### src/rtl/flash_sec_ctrl.sv
module flash_sec_ctrl (
  input  logic       clk,
  input  logic       rst_n,
  input  logic [7:0] sec_byte,
  input  logic       mode_ssc,
  input  logic       key_attempt,
  input  logic       key_match,
  input  logic       key_via_dbg,
  input  logic       dbg_unsec,
  output logic       secured,
  output logic       backdoor_en,
  output logic [7:0] sec_state
);
  localparam logic [1:0] OPEN_CODE  = 2'b10;
  localparam logic [1:0] KEYEN_CODE = 2'b10;

  logic [7:0] sec_q;
  logic       secured_q, unlocked_q, blocked_q;
  logic       byte_open, keyen_ok, dbg_gate, try_ok, override;

  assign byte_open   = sec_q[1:0] == OPEN_CODE;
  assign keyen_ok    = sec_q[7:6] == KEYEN_CODE;
  assign dbg_gate    = mode_ssc & key_via_dbg;
  assign override    = mode_ssc & dbg_unsec;
  assign backdoor_en = keyen_ok & secured_q & ~blocked_q;
  assign try_ok      = key_attempt & backdoor_en & ~dbg_gate;

  always_ff @(posedge clk) begin
    if (!rst_n) begin
      sec_q      <= sec_byte;
      unlocked_q <= 1'b0;
      blocked_q  <= 1'b0;
      secured_q  <= sec_byte[1:0] != OPEN_CODE;
    end else begin
      if (try_ok &&  key_match) unlocked_q <= 1'b1;
      if (try_ok && !key_match) blocked_q  <= 1'b1;
      secured_q <= ~(byte_open | unlocked_q | (try_ok & key_match) | override);
    end
  end

  assign secured   = secured_q;
  assign sec_state = sec_q;
endmodule


### config.mk
export PLATFORM = sky130hd
export DESIGN_NAME = flash_sec_ctrl
export DESIGN_NICKNAME = d
export VERILOG_FILES = /design/src/rtl/flash_sec_ctrl.sv
export SDC_FILE = /design/constraint.sdc
export NUM_CORES = 1
export LEC_CHECK = 0
export BUFFER_PORTS_ARGS = -buffer_cell sky130_fd_sc_hd__buf_2
export CORE_AREA = 2 2 39 41
export DETAILED_ROUTE_END_ITERATION = 8
export DIE_AREA = 0 0 41 43
export PLACE_DENSITY = 0.64
export SLEW_MARGIN = 20
export SYNTH_ARGS = -nofsm -noshare
export SYNTH_HDL_FRONTEND = slang
export SYNTH_SLANG_ARGS = --single-unit
### constraint.sdc
create_clock -name clk -period 2.1 [get_ports clk]
set_input_delay 0.105 -clock clk [delete_from_list [all_inputs] [get_ports clk]]
set_output_delay 0.105 -clock clk [all_outputs]
set_load 0.01 [all_outputs]
==> results.cfg <==
[logic_synthesis]
syn-cell-area_sq_um = 384
syn_area_per_cell_sq_um = 16.7
ys_seq_area_frac = 0.782
ys_warn_count = 0
synthCells = 23
synth_seq_cells = 11
synth_cell_types = 14
syn_nets = 38

[sta]
tightest_slew_ps = 204
finalHoldViolCount = 0
slew_headroom = 0.864
fin_tns_setup_ps = 0
fmax_ghz = 0.832
setup-violations-final = 0
slew_viol_final = 0
finClkSkew_ps = 2.21
hold_slack_ps = 4.27
min_period_over_period = 0.572
rsz0062_at_grt = false
period_minus_slack_ps = 1200

[worst_setup_path]
worst_ep_required_time_ps = 2000
critPathBufInv = 1
cp-end-kind = output pin
critPathLaunchType = register
r2r_cells = 3
ff2ff_setup_slack_ps = 990
crit_family = flip-flops
crit_slowest_cell = edfxtp_1
crit_type = register to output pin
worstPathCellList = and4bb_2 > buf_2
cp_max_fo = 3
worstPathArrival_ps = 1100
reg2reg_to = secured$_DFF_P_
slowest_delay_ps = 380
r2r-start = sec_state[6]$_DFFE_PN_

[finish]
layout-drive-gt1-share = 0.558
fillCellCount = 137
nets = 68
final_util = 0.405
diodes = 0
syn_to_final_growth_pct = 45.9

[global_route]
grt_pass1_wl_mm = 1.15
grt_max_degree = 11
antenna_found_initial = 0
grt_use_total = 0.105
globalRouteOverflowTotal = 0
grt_pass1_vias = 290

[route]
drc = 0
ant_nets = 0
drt-total-wl_microns = 777
routedWlPerCell_microns = 11.4
first_iter_violations = 4
via_per_inst = 4.53
first_pass_iters = 4
vias = 308

[floorplan]
fp.coreArea_sq_mm = 0.00138
die_h_microns = 43
initial_core_util = 0.278
chipWidth_microns = 41
rows = 14
io_pins = 25
die_area_sq_mm = 0.00176

[place]
routabilityCongestion = 0.722
port_buffers = 24
dpl.hpwl_microns = 603

[clock_network]
postCtsSetupBuffers = 0
cts.sinks = 11
cts_buffers = 3
cts_root_buffer = clkbuf_4
clk_transition_reported_paths_ps = 70
cts.path.max_buffers = 2
h-tree-depth = 1
clk_latency_ps = 270
cts_tree = done

[power]
total_power_mw = 0.451
power_density_mw_per_mm2 = 805
leakagePower_nw = 0.254
ir_worst_vdd_uv = 304

[hold_path]
hold_path_depth = 1
min_from = sec_byte[7]
whs_endpoint = sec_state[7]$_DFFE_PN_
hold_class = input port to register

[run_status]
status = finished clean

[run]
maxCapViolations = 0
## power by group
group          total (mW)  switching [mW]  internal (mW)  leakage, nW
Sequential          0.254         0.00491          0.249        0.103
Combinational      0.0520          0.0255         0.0266        0.136
Clock               0.145          0.0709         0.0737       0.0150
Total               0.451           0.101          0.350        0.254
## logic make-up (layout without fill, tap and decap cells)
family | Yosys count | in the layout | synth area share
and+or+nand+nor | 6 | 6 | 0.111
buffers and inverters | 2 | 31 | 0.0195
DFF | 11 | 11 | 0.782
AOI/OAI and AO/OA | 4 | 4 | 0.0880
## how the worst max path moves through the flow
stage	slack (ps)	cells past startpoint	endpoint	startpoint
2_1_floorplan	920	3	secured$_DFF_P_	sec_state[6]$_DFFE_PN_
3_3_place_gp	1000	3	secured$_DFF_P_	sec_state[6]$_DFFE_PN_
3_5_place_dp	1000	3	unlocked_q$_SDFFE_PN0P_	sec_state[7]$_DFFE_PN_
4_1_cts	890	2	backdoor_en	sec_state[6]$_DFFE_PN_
5_1_grt	860	2	backdoor_en	sec_state[6]$_DFFE_PN_
6_report	900	2	backdoor_en	sec_state[6]$_DFFE_PN_
## repair_timing
action,in CTS,in global routing
gates resized for setup,0,0
hold buffers,1,0
hold endpoints to repair,1,0
setup endpoints to repair,0,0
## through the flow
stage | std cells | instance area, sq um | setup slack [ps]
after CTS | 68 | 561 | 893
after global placement | 63 | 524 | 996
after global routing | 68 | 561 | 856
final | 68 | 561 | 898
after detailed placement | 63 | 524 | 1000
after floorplan | 23 | 384 | 921
## layout make-up
class                   instances  area, sq um  area share
flip-flops and latches         11          300       0.536
multi-input cells              10         76.3       0.136
well taps                      16         20.0      0.0357
clock buffers                   4         26.3      0.0469
inverters                       2         7.51      0.0134
repair buffers                 25          130       0.232
## synth_stat cells
cell	n	share of area
nand2_1	1	0.0098
and4_1	1	0.023
dfxtp_1	3	0.16
and4bb_2	1	0.033
and2b_1	1	0.020
inv_2	1	0.0098
o22ai_1	1	0.016
o21a_1	1	0.020
a2111o_1	1	0.029
nor2b_1	1	0.016
inv_1	1	0.0098
nor2_1	1	0.0098
edfxtp_1	8	0.63
a41oi_1	1	0.023
## flip-flops by register name (all words and copies together), names as in the netlist
| name | count |
|---|---|
| blocked_q | 1 |
| unlocked_q | 1 |
| sec_state | 8 |
| secured | 1 |
## routing by layer
metal | wire length (microns) | vias up | track usage
met3 | 51 | 3 | 0.0314
li1 | - | 148 | -
met5 | 0 | - | 0
met4 | 25 | 0 | 0.0800
met2 | 404 | 16 | 0.166
met1 | 295 | 141 | 0.108
## cells in the final DEF (no fill, tap or decap)
| cell type | n |
|---|---|
| edfxtp_1 | 8 |
| clkbuf_1 | 1 |
| buf_2 | 24 |
| a41oi_1 | 1 |
| dlygate4sd3_1 | 1 |
| and4_1 | 1 |
| dfxtp_1 | 3 |
| o21a_1 | 1 |
| nor2b_1 | 1 |
| nor2_1 | 1 |
| and4bb_2 | 1 |
| a2111o_1 | 1 |
| clkbuf_4 | 3 |
| inv_1 | 1 |
| inv_2 | 1 |
| o22ai_1 | 1 |
| and2b_1 | 1 |
| nand2_1 | 1 |
(Power assumes the default switching activity.)
